**config.mk**
```make
export PLATFORM = sky130hd
export DESIGN_NAME = i2c_addr_match
export DESIGN_NICKNAME = d
export VERILOG_FILES = /design/src/rtl/i2c_addr_match.sv
export SDC_FILE = /design/constraint.sdc
export NUM_CORES = 1
export LEC_CHECK = 0
export ABC_AREA = 1
export BUFFER_PORTS_ARGS = -buffer_cell sky130_fd_sc_hd__buf_2
export CAP_MARGIN = 15
export CORE_AREA = 5 5 42 44
export CTS_BUF_LIST = sky130_fd_sc_hd__clkbuf_8
export DETAILED_ROUTE_END_ITERATION = 7
export DIE_AREA = 0 0 47 49
export PLACE_DENSITY = 0.54
export SYNTH_ARGS = -nofsm -noshare
export SYNTH_HDL_FRONTEND = slang
export SYNTH_SLANG_ARGS = --single-unit
export TNS_END_PERCENT = 20
```
**constraint.sdc**
```tcl
create_clock -name clk -period 1.98 [get_ports clk]
set_clock_uncertainty 0.1 [all_clocks]
set_input_delay 0.198 -clock clk [delete_from_list [all_inputs] [get_ports clk]]
set_output_delay 0.198 -clock clk [all_outputs]
set_load 0.01 [all_outputs]
```
**src/rtl/i2c_addr_match.sv**
```systemverilog
module i2c_addr_match #(
  parameter logic [5:0] IND_PREFIX   = 6'b010000,
  parameter logic [6:0] ALLCALL_ADDR = 7'h68
) (
  input  logic       clk,
  input  logic       rst_n,
  input  logic       sel_pin,
  input  logic       allcall_en,
  input  logic [7:0] addr_byte,
  input  logic       byte_vld,
  input  logic       start_det,
  input  logic       stop_det,
  output logic       ack,
  output logic       hit_ind,
  output logic       hit_all,
  output logic       is_read,
  output logic       dec_vld
);

  logic       sel_q;
  logic [6:0] own_addr;
  logic       rd_bit;
  logic       m_ind;
  logic       m_all;
  logic       clr;

  assign own_addr = {IND_PREFIX, sel_q};
  assign rd_bit   = addr_byte[0];
  assign m_ind    = (addr_byte[7:1] == own_addr);
  assign m_all    = !m_ind && allcall_en && !rd_bit && (addr_byte[7:1] == ALLCALL_ADDR);
  assign clr      = start_det || stop_det;

  always_ff @(posedge clk) begin
    if (!rst_n) sel_q <= sel_pin;
  end

  always_ff @(posedge clk) begin
    if (!rst_n || clr) begin
      ack     <= 1'b0;
      hit_ind <= 1'b0;
      hit_all <= 1'b0;
      is_read <= 1'b0;
      dec_vld <= 1'b0;
    end else if (byte_vld) begin
      ack     <= m_ind || m_all;
      hit_ind <= m_ind;
      hit_all <= m_all;
      is_read <= rd_bit;
      dec_vld <= 1'b1;
    end
  end

endmodule

```
* Word level (Yosys, flattened, before mapping)
Cells that the tools add are included.
Storage, ports and cells: register bits 6
Operators by class: equality and inequality tests 2, reductions and logical operators 9
Operators with widths (number):
- $eq A7 B6 Y1 | 1
- $eq A7 B7 Y1 const B | 1
- $logic_and A1 B1 Y1 | 3
- $logic_not A1 Y1 | 3
- $logic_or A1 B1 Y1 | 3

* Logic depth before layout (Yosys ltp)
Gate-level depths: netlist of run 1.
word-level depth 6, mapped depth 6, mapped depth without buffers 6

* Worst setup path after synthesis of run 1
OpenSTA, ideal clock, no wires.
path kind register -> register, from register sel_q, to register ack, cell stages (with the launch flop) 6, arrival time 0.720 ns, library setup time 0.070 ns, setup slack 1.090 ns, path through edfxtp_1 > inv_1 > nand2_1 > nand2_1 > nand4_1 > a21oi_1
Between the ends: word-level cells in the longest chain between the ends 6
RTL lines:
- start, declared | line 20 | logic sel_q;
- start signal, assigned | line 34 | if (!rst_n) sel_q <= sel_pin;
- $eq A7 B6 Y1 * | line 29 | assign m_ind = (addr_byte[7:1] == own_addr);
- $logic_not A1 Y1 | line 30 | assign m_all = !m_ind && allcall_en && !rd_bit && (addr_byte[7:1] == ALLCALL_ADDR);
- $logic_and A1 B1 Y1 (3 in a row) | line 30
- $logic_or A1 B1 Y1 * | line 45 | ack <= m_ind || m_all;
- end signal, assigned | line 45
- end, declared | line 13 | output logic ack,
Mark *: on every way between the ends. The rest lies on a longest branch, timed or not. A chain may end at the register's enable or synchronous reset.

* Worst setup path after layout of run 1
from register hit_ind, to output port hit_ind
RTL lines:
- start, declared | line 14 | output logic hit_ind,
- start signal, assigned | line 46 | hit_ind <= m_ind;
No word-level cell between the ends.

==> results of run 1 <==
-- cells by family (layout without fill, tap and decap cells) --
logic type | Yosys count | count (layout) | synth area share, %
AO/OA/AOI/OAI | 4 | 4 | 7.14
buffers and inverters | 9 | 32 | 12.1
flip-flops | 6 | 6 | 46.4
AND/OR/NAND/NOR | 24 | 24 | 34.4
-- final cells by class --
| type | count | area, um^2 | area share, % |
|---|---|---|---|
| sequential | 6 | 130 | 29.5 |
| multi-input combinational | 28 | 116 | 26.4 |
| timing repair buffer | 19 | 95.1 | 21.6 |
| clock buffer | 3 | 41.3 | 9.38 |
| inverter | 9 | 33.8 | 7.67 |
| tap | 16 | 20.0 | 4.55 |
| clock inverter | 1 | 3.75 | 0.852 |
-- cells in the final DEF (no fill, tap or decap) --
master	instances
nor2_1	11
edfxtp_1	1
inv_1	10
nand3_1	1
buf_2	19
a21oi_1	4
dfxtp_1	5
clkbuf_8	3
nand4_1	2
nand2_1	10
-- per-stage QoR --
stage | hold WS (ns) | utilization [%]
after floorplan | 0.197 | -
after global placement | 0.281 | 28.2
after detailed placement | 0.279 | 28.2
after CTS | 0.0510 | 31.4
after global routing | 0.0595 | 31.4
final | 0.0551 | 31.4
-- power by group --
part / switching [mW] / internal, mW
registers: 0.00106 / 0.128
clock network: 0.0511 / 0.133
logic: 0.0160 / 0.0154
-- layer usage --
layer,part of all wire (%),GRT usage (%)
met2,48,10.4
met3,9.5,3.32
met5,0,0
met1,41,7.10
met4,0.70,4.15
-- path summary, 6_finish.rpt --
check	from	slack, ns	endpoint	depth (start not counted)
setup / recovery	hit_ind	1.01	hit_ind	1
hold / removal	sel_pin	0.06	sel_q	1
setup reg to reg	sel_q	1.03	ack	5
hold reg to reg	is_read	0.36	is_read	2
-- registers in the layout, indices dropped and copies added (netlist names) --
signal and flops:
hit_ind 1, hit_all 1, dec_vld 1, ack 1, sel_q 1, is_read 1
==> out/results.ini, run 1 <==
[run_status]
outcome=complete, no violations

[cts]
htreeDepth=1
clk_latency_ns=0.22
numCtsBuffers=3
cts_resized=0
cts_tree=done
clock-root-buffer=clkbuf_8
clk_pin_slew_ns=0.04
clock-sinks=6
ctsLongestPathBuffers=2
holdBufCountCts=0
post_cts_buffers=0

[synth]
yosys.area.top_type=dfxtp_1
synth-seq-cells=6
async_reset_ff_share_pct=0
synthTopCellsByArea=dfxtp_1, nor2_1, nand2_1
synth.most_common_cell=nor2_1
synth_common_cells=nor2_1, nand2_1, inv_1, dfxtp_1, a21oi_1
yosysWarnings=0
synth_area_um2=280
synth-edff-count=1
avgSynthCellArea_um2=6.52
synth_top_area_share_pct=35.7
synth_ff_type=dfxtp_1
synth_nets=58
synth-seq-area-share_pct=46.4
ys_types=8
synth_cells=43

[cells_and_area]
final_area_um2=440
num-fill-cells=168
antennaDiodeCount=0
drive_gt1_share_pct=33.3
fin_cells=82
area_growth_pct=57.1
nets=82

[sta]
hold_viol_final=0
postLayoutSetupSlackWorst_ns=1.01
fin_setup_tns_ns=0
timing.fmax_ghz=1.03
setup_viol=0
final_max_slew_viol_count=0
rsz0062_at_grt=no
post-route-min-period_ns=0.973
worst_slew_pin_slew_ns=0.167
slew_headroom_pct=88.8
post-route-period-util_pct=49.1

[detailed_routing]
drtIter0Drc=7
ant_nets=0
wl_per_cell_um=8.71
viasPerCell=3.96
firstDrtPassIters=2
wirelength_um=714
vias=325
drc_errors=0

[critical_path]
cp_cell_sequence=buf_2
end_kind=primary output
crit_path_max_incr_delay_ns=0.32
cp.required_ns=1.68
arrival_ns=0.68
slowest_stage=dfxtp_1
cp_top_family=flip-flops
cp-start-kind=flop
worstPathMaxFanout=2
cp.buffers_inverters=1
path_class=flop to primary output

[job]
cap_violations=0

[grt]
grt_overflow=0
grt_pass1_vias=298
grt_max_degree=7
grt_first_pass_wirelength_mm=1.12
antenna_found_initial=0
grtUsageTotal_pct=6.78

[floorplan]
dieArea_um2=2300
die_width_um=47
dieHeight_um=49
start_util_pct=20.0
rows=14
io_pins=20
core_area_um2=1400

[place]
numPortBuffers=19
place_inst=78
pre_cts_slack_ns=0.989
gp_congestion=0.668
place_area_um2=395

[power_and_ir_drop]
powerDensity_nw_per_um2=781
peakVddDrop_v=0.000379
finalPower_uw=344
p_leak_nw=0.246

[min_path]
hold_class=input pin to flop

Note: power is estimated with default switching activity, not from simulation.
==> inputs of run 2 (changes only) <==
--- a/config.mk
+++ b/config.mk
@@ -5,7 +5,7 @@
 export SDC_FILE = /design/constraint.sdc
 export NUM_CORES = 1
 export LEC_CHECK = 0
-export ABC_AREA = 1
+export ABC_AREA = 0
 export BUFFER_PORTS_ARGS = -buffer_cell sky130_fd_sc_hd__buf_2
 export CAP_MARGIN = 15
 export CORE_AREA = 5 5 42 44
==> constraint.sdc (replaced) <==
create_clock -name clk -period 0.9 [get_ports clk]
set_clock_uncertainty 0.1 [all_clocks]
set_input_delay 0.09 -clock clk [delete_from_list [all_inputs] [get_ports clk]]
set_output_delay 0.09 -clock clk [all_outputs]
set_load 0.01 [all_outputs]
==> run 2 against run 1 <==
Net effect:
- the run now ends with setup timing left
- first-iteration DRC count shrank 71%
- wire length down 6.7%
- die area did not move
- core utilization grew 1.5 points
- synthesized cell count down 40%
- largest cell class is now multi-input combinational cells
- highest routed layer is now met3
==> out/results.ini, run 2 <==
[run_status]
outcome=finished, violations left  ; was complete, no violations
failed_checks=setup timing

[critical_path]
worstPathMaxFanout=2  ; unchanged
cp.required_ns=0.95  ; was 1.68 ns
end_kind=flop  ; was primary output
cp_top_family=flip-flops  ; unchanged
arrival_ns=1.26  ; was 0.68 ns
path_class=flop to flop  ; was flop to primary output
cp.buffers_inverters=0  ; was 1
slowest_stage=edfxtp_1  ; was dfxtp_1
crit_path_max_incr_delay_ns=0.36  ; was 0.32 ns
cp-start-kind=flop  ; unchanged
cp_cell_sequence=xor2_1, nor4b_2, o21ai_1, a21oi_1  ; was buf_2

[synth]
async_reset_ff_share_pct=0  ; unchanged
yosysWarnings=0  ; unchanged
synth-seq-cells=6  ; unchanged
synthMuxAreaShare_pct=3.62  ; was 0%
ys_types=15  ; was 8
synthTopCellsByArea=dfxtp_1, edfxtp_1, nor4b_4  ; was dfxtp_1, nor2_1, nand2_1
synth_fa_ha_area_share_pct=0  ; unchanged
synth_top_family_by_area=simple AND/OR/NAND/NOR gates  ; unchanged
yosys.area.top_type=dfxtp_1  ; unchanged
synth-edff-count=1  ; unchanged
synth_area_um2=277  ; was 280 um^2
avgSynthCellArea_um2=10.6  ; was 6.52 um^2
synth_cells=26  ; was 43
synthXorXnorAreaFrac_pct=3.17  ; was 0%
synth_ff_type=dfxtp_1  ; unchanged
synth-seq-area-share_pct=47.1  ; was 46.4%
synth_common_cells=dfxtp_1, nor2_1, a21oi_1, nor2b_1  ; was nor2_1, nand2_1, inv_1, dfxtp_1, a21oi_1
synth_compound_area_share_pct=7.24  ; was 7.14%
synthSimpleGateAreaFrac_pct=37.6  ; was 34.4%
synth_top_area_share_pct=36.2  ; was 35.7%
synth_nets=41  ; was 58

[detailed_routing]
wl_per_cell_um=9.79  ; was 8.71 um
vias=274  ; was 325
drtIter0Drc=2  ; was 7
firstDrtPassIters=2  ; unchanged
viasPerCell=4.03  ; was 3.96
wirelength_um=666  ; was 714 um
ant_nets=0  ; unchanged
drc_errors=0  ; unchanged

[grt]
grt-busiest-layer=met2  ; unchanged
grt_overflow=0  ; unchanged
met3_usage_pct=5.90  ; was 3.32%
grt_first_pass_wirelength_mm=1.01  ; was 1.12 mm
grt_pass1_vias=262  ; was 298
grtUsageTotal_pct=6.29  ; was 6.78%
met2_usage_pct=8.82  ; was 10.4%
grt_max_degree=6  ; was 7
antenna_found_initial=0  ; unchanged
met1_usage_pct=7.56  ; was 7.10%

[power_and_ir_drop]
p_leak_nw=0.217  ; was 0.246 nW
powerDensity_nw_per_um2=1690  ; was 781 nW/um^2
peakVddDrop_v=0.00107  ; was 0.000379 V
finalPower_uw=780  ; was 344 uW

[min_path]
hold_class=input pin to flop  ; unchanged

[cells_and_area]
layout_common_cells=buf_2, nor2_1, dfxtp_1  ; was buf_2, nor2_1, inv_1, nand2_1, dfxtp_1
utilization_pct=32.9  ; was 31.4%
drive_gt1_share_pct=51.9  ; was 33.3%
nets=68  ; was 82
area_growth_pct=67.0  ; was 57.1%
final_common_cell=buf_2  ; unchanged
final_area_um2=462  ; was 440 um^2
antennaDiodeCount=0  ; unchanged
num-fill-cells=156  ; was 168

[cts]
cts_resized=0  ; unchanged
clock-root-buffer=clkbuf_8  ; unchanged
clock-sinks=6  ; unchanged
clk_pin_slew_ns=0.04  ; about the same
numCtsBuffers=3  ; unchanged
ctsLongestPathBuffers=2  ; unchanged
cts_tree=done  ; unchanged
clk_latency_ns=0.22  ; about the same
htreeDepth=1  ; unchanged

[place]
pre_cts_slack_ns=-0.291  ; was 0.989 ns
gp_congestion=0.602  ; was 0.668
place_area_um2=407  ; was 395 um^2
hpwl_um=546
numPortBuffers=19  ; unchanged

[sta]
post-route-min-period_ns=1.21
post-route-period-util_pct=134
final_max_slew_viol_count=0  ; unchanged
hold_viol_final=0  ; unchanged
worst_slew_pin_slew_ns=0.251  ; was 0.167 ns
slew_headroom_pct=83.2  ; was 88.8%
rsz0062_at_grt=yes  ; was no
postLayoutSetupSlackWorst_ns=-0.309  ; was 1.01 ns
timing.fmax_ghz=0.827
setup_viol=2  ; was 0
fin_setup_tns_ns=-0.550  ; was 0 ns

[floorplan]
start_util_pct=19.7  ; was 20.0%
rows=14  ; unchanged
dieArea_um2=2300  ; unchanged
io_pins=20  ; unchanged
die_width_um=47  ; unchanged
dieHeight_um=49  ; unchanged
core_area_um2=1400  ; unchanged

[job]
cap_violations=0  ; unchanged

[run 2: cell count changes after synthesis, moves of 2 or more]
cell	previous run	this run
nor2b_1	0	2
nand2_1	10	0
nor2_1	11	5
nand4_1	2	0
inv_1	9	1
[run 2: worst paths after layout]
kind,cells after the start,startpoint,slack [ns],to
setup / recovery,4,sel_q,-0.31,ack
hold / removal,3,addr_byte[0],0.04,is_read
setup reg to reg,4,sel_q,-0.31,ack
hold reg to reg,2,dec_vld,0.36,dec_vld
[run 2: repair_timing]
action	in CTS	in global routing
hold buffers	1	0
endpoints found under the setup margin	2	3
pin swaps	0	1
buffers inserted	0	0
endpoints found under the hold margin	1	0
[run 2: layer usage]
metal  vias to the layer above  routed length (um)
met3                         0                 130
li1                        143                   -
met1                       114                 235
met2                        17                 300
met5                         -                   0
met4                         0                   0
[run 2: tightest hold or removal path, stage by stage]
cell and delay [ns]:
buf_2 0.10, mux2i_1 0.06, nor2_1 0.08
[run 2: final cells by class]
class	instances	area, um^2	share of cell area (%)
Clock inverter	1	3.75	0.813
Inverter	1	3.75	0.813
Clock buffer	3	41.3	8.94
Tap cell	16	20.0	4.34
Timing Repair Buffer	22	120	26.0
Sequential cell	6	130	28.2
Multi-Input combinational cell	19	143	30.9
[run 2: where the power goes]
part / switching, mW / leakage [nW] / internal, mW / total, mW
sequential: 0.00221 / 0.0502 / 0.281 / 0.283
combinational: 0.0324 / 0.140 / 0.0463 / 0.0786
clock: 0.124 / 0.0269 / 0.294 / 0.418
total: 0.159 / 0.217 / 0.621 / 0.780
[run 2: kinds of logic (layout without fill, tap and decap cells)]
family,count (synthesis),after routing
AOI/OAI and AO/OA,4,4
and+or+nand+nor,13,13
buffers and inverters,1,27
xor gates and xnor gates,1,1
DFF,6,6
muxes,1,1
[run 2: metrics by stage]
stage               instances  hold slack (ns)
floorplan                  26           0.0889
global placement           63            0.171
detailed placement         63            0.172
CTS                        68           0.0454
global route               68           0.0672
finish                     68           0.0442
==> inputs of run 3 (changes only) <==
--- a/config.mk
+++ b/config.mk
@@ -10,9 +10,11 @@
 export CAP_MARGIN = 15
 export CORE_AREA = 5 5 42 44
 export CTS_BUF_LIST = sky130_fd_sc_hd__clkbuf_8
+export CTS_CLUSTER_SIZE = 24
 export DETAILED_ROUTE_END_ITERATION = 7
 export DIE_AREA = 0 0 47 49
 export PLACE_DENSITY = 0.54
+export SKIP_LAST_GASP = 1
 export SYNTH_ARGS = -nofsm -noshare
 export SYNTH_HDL_FRONTEND = slang
 export SYNTH_SLANG_ARGS = --single-unit
==> run 3 against run 2 <==
Net effect:
- the run still ends with setup timing left
- clock-buffer cell count did not move
- register-to-register slack hardly changed
- cell area stayed put
- sequential power barely moved
- core utilization is the same
- critical path type unchanged
- combinational power is essentially flat
- largest power group unchanged
- final cell count did not move
- flip-flop and latch count unchanged
- global-route usage unchanged
- sequential share of layout area stayed put
- critical path depth stayed put
- total power grew 0.10%
==> out/results.ini, run 3 (synthesis results as in run 2) <==
[floorplan]
core_area_um2=1400  ; unchanged
start_util_pct=19.7  ; unchanged
rows=14  ; unchanged
io_pins=20  ; unchanged
dieArea_um2=2300  ; unchanged
die_width_um=47  ; unchanged
dieHeight_um=49  ; unchanged

[critical_path]
worstPathMaxFanout=2  ; unchanged
ff2ff_setup_slack_ns=-0.31  ; about the same
cp_cell_sequence=xor2_1, nor4b_2, o21ai_1, a21oi_1  ; unchanged
arrival_ns=1.26  ; about the same
cp.required_ns=0.95  ; about the same
cp-start-kind=flop  ; unchanged
cp_top_family=flip-flops  ; unchanged
end_kind=flop  ; unchanged
crit_path_max_incr_delay_ns=0.36  ; about the same
path_class=flop to flop  ; unchanged
slowest_stage=edfxtp_1  ; unchanged
cp.buffers_inverters=0  ; unchanged

[cts]
clock-root-buffer=clkbuf_8  ; unchanged
cts_tree=done  ; unchanged
clk_latency_ns=0.22  ; about the same
numCtsBuffers=3  ; unchanged
cts_resized=0  ; unchanged
htreeDepth=1  ; unchanged
clk_pin_slew_ns=0.04  ; about the same
ctsLongestPathBuffers=2  ; unchanged
post_cts_buffers=0  ; unchanged
clock-sinks=6  ; unchanged

[cells_and_area]
antennaDiodeCount=0  ; unchanged
fin_cells=68  ; unchanged
utilization_pct=32.9  ; unchanged
final_common_cell=buf_2  ; unchanged
final_area_um2=462  ; unchanged
layout_common_cells=buf_2, nor2_1, dfxtp_1  ; unchanged
nets=68  ; unchanged
drive_gt1_share_pct=51.9  ; unchanged
area_growth_pct=67.0  ; unchanged
num-fill-cells=156  ; unchanged

[place]
hpwl_um=546  ; unchanged
numPortBuffers=19  ; unchanged
place_area_um2=407  ; unchanged
place_inst=63  ; unchanged
gp_congestion=0.602  ; unchanged

[detailed_routing]
ant_nets=0  ; unchanged
vias=277  ; was 274
wirelength_um=667  ; was 666 um
viasPerCell=4.07  ; was 4.03
wl_per_cell_um=9.81  ; was 9.79 um
top_layer=met3  ; unchanged
drc_errors=0  ; unchanged
drtIter0Drc=3  ; was 2
wl_met3_um=131  ; was 130 um
firstDrtPassIters=4  ; was 2
wl_met2_um=300  ; unchanged
drt-met1-wl_um=235  ; unchanged

[sta]
worst_slew_pin_slew_ns=0.255  ; was 0.251 ns
hold_viol_final=0  ; unchanged
post-route-period-util_pct=134  ; about the same
rsz0062_at_grt=yes  ; unchanged
timing.hold.ws_ns=0.0441  ; was 0.0442 ns
post-route-min-period_ns=1.21  ; about the same
postLayoutSetupSlackWorst_ns=-0.308  ; was -0.309 ns
timing.fmax_ghz=0.828  ; was 0.827 GHz
setup_viol=2  ; unchanged
final_max_slew_viol_count=0  ; unchanged
slew_headroom_pct=82.9  ; was 83.2%

[power_and_ir_drop]
p_leak_nw=0.217  ; unchanged
finalPower_uw=780  ; about the same
powerDensity_nw_per_um2=1690  ; about the same
peakVddDrop_v=0.00107  ; about the same

[grt]
grtUsageTotal_pct=6.29  ; unchanged
grt_first_pass_wirelength_mm=1.01  ; unchanged
antenna_found_initial=0  ; unchanged
grt_overflow=0  ; unchanged
grt_pass1_vias=262  ; unchanged
grt_max_degree=6  ; unchanged

[job]
cap_violations=0  ; unchanged

[run_status]
outcome=finished, violations left  ; unchanged
failed_checks=setup timing  ; unchanged

[min_path]
hold_class=input pin to flop  ; unchanged

[run 3: metal layers]
metal  up-vias  global-route usage [%]
met2        19                    8.82
met4         0                       0
met5         -                       0
met1       116                    7.56
li1        142                       -
met3         0                    5.90
[run 3: final cells by class]
class	count	area, um^2	share of cell area (%)
clock buffers	3	41.3	8.94
inverters	1	3.75	0.813
repair buffers	22	120	26.0
clock inverters	1	3.75	0.813
well taps	16	20.0	4.34
flip-flops and latches	6	130	28.2
multi-input cells	19	143	30.9
[run 3: path summary, 6_finish.rpt]
path	start	to	depth (start not counted)
hold / removal	addr_byte[0]	is_read	3
setup / recovery	sel_q	ack	4
hold reg to reg	dec_vld	dec_vld	2
setup reg to reg	sel_q	ack	4
[run 3: power by group]
group | internal [mW] | leakage [nW] | switching [mW]
combinational | 0.0463 | 0.140 | 0.0324
sequential | 0.281 | 0.0502 | 0.00221
clock | 0.294 | 0.0269 | 0.125
[run 3: worst reg2reg max path: cells and delay by family, from the launching register on]
family | cells | cell delay, ns
AOI/OAI and AO/OA | 2 | 0.25
and+or+nand+nor | 1 | 0.25
DFF | 1 | 0.36
xor gates and xnor gates | 1 | 0.17
[run 3: metrics by stage]
stage	setup WS, ns	TNS, ns
final	-0.308	-0.540
after CTS	-0.302	-0.538
after global routing	-0.448	-0.843
after detailed placement	-0.291	-0.636
after global placement	-0.265	-0.579
after floorplan	-0.235	-0.423
[run 3: what timing repair did]
item / CTS / global route
hold endpoints to repair: 1 / 0
hold buffers: 1 / 0
endpoints found under the setup margin: 2 / 3
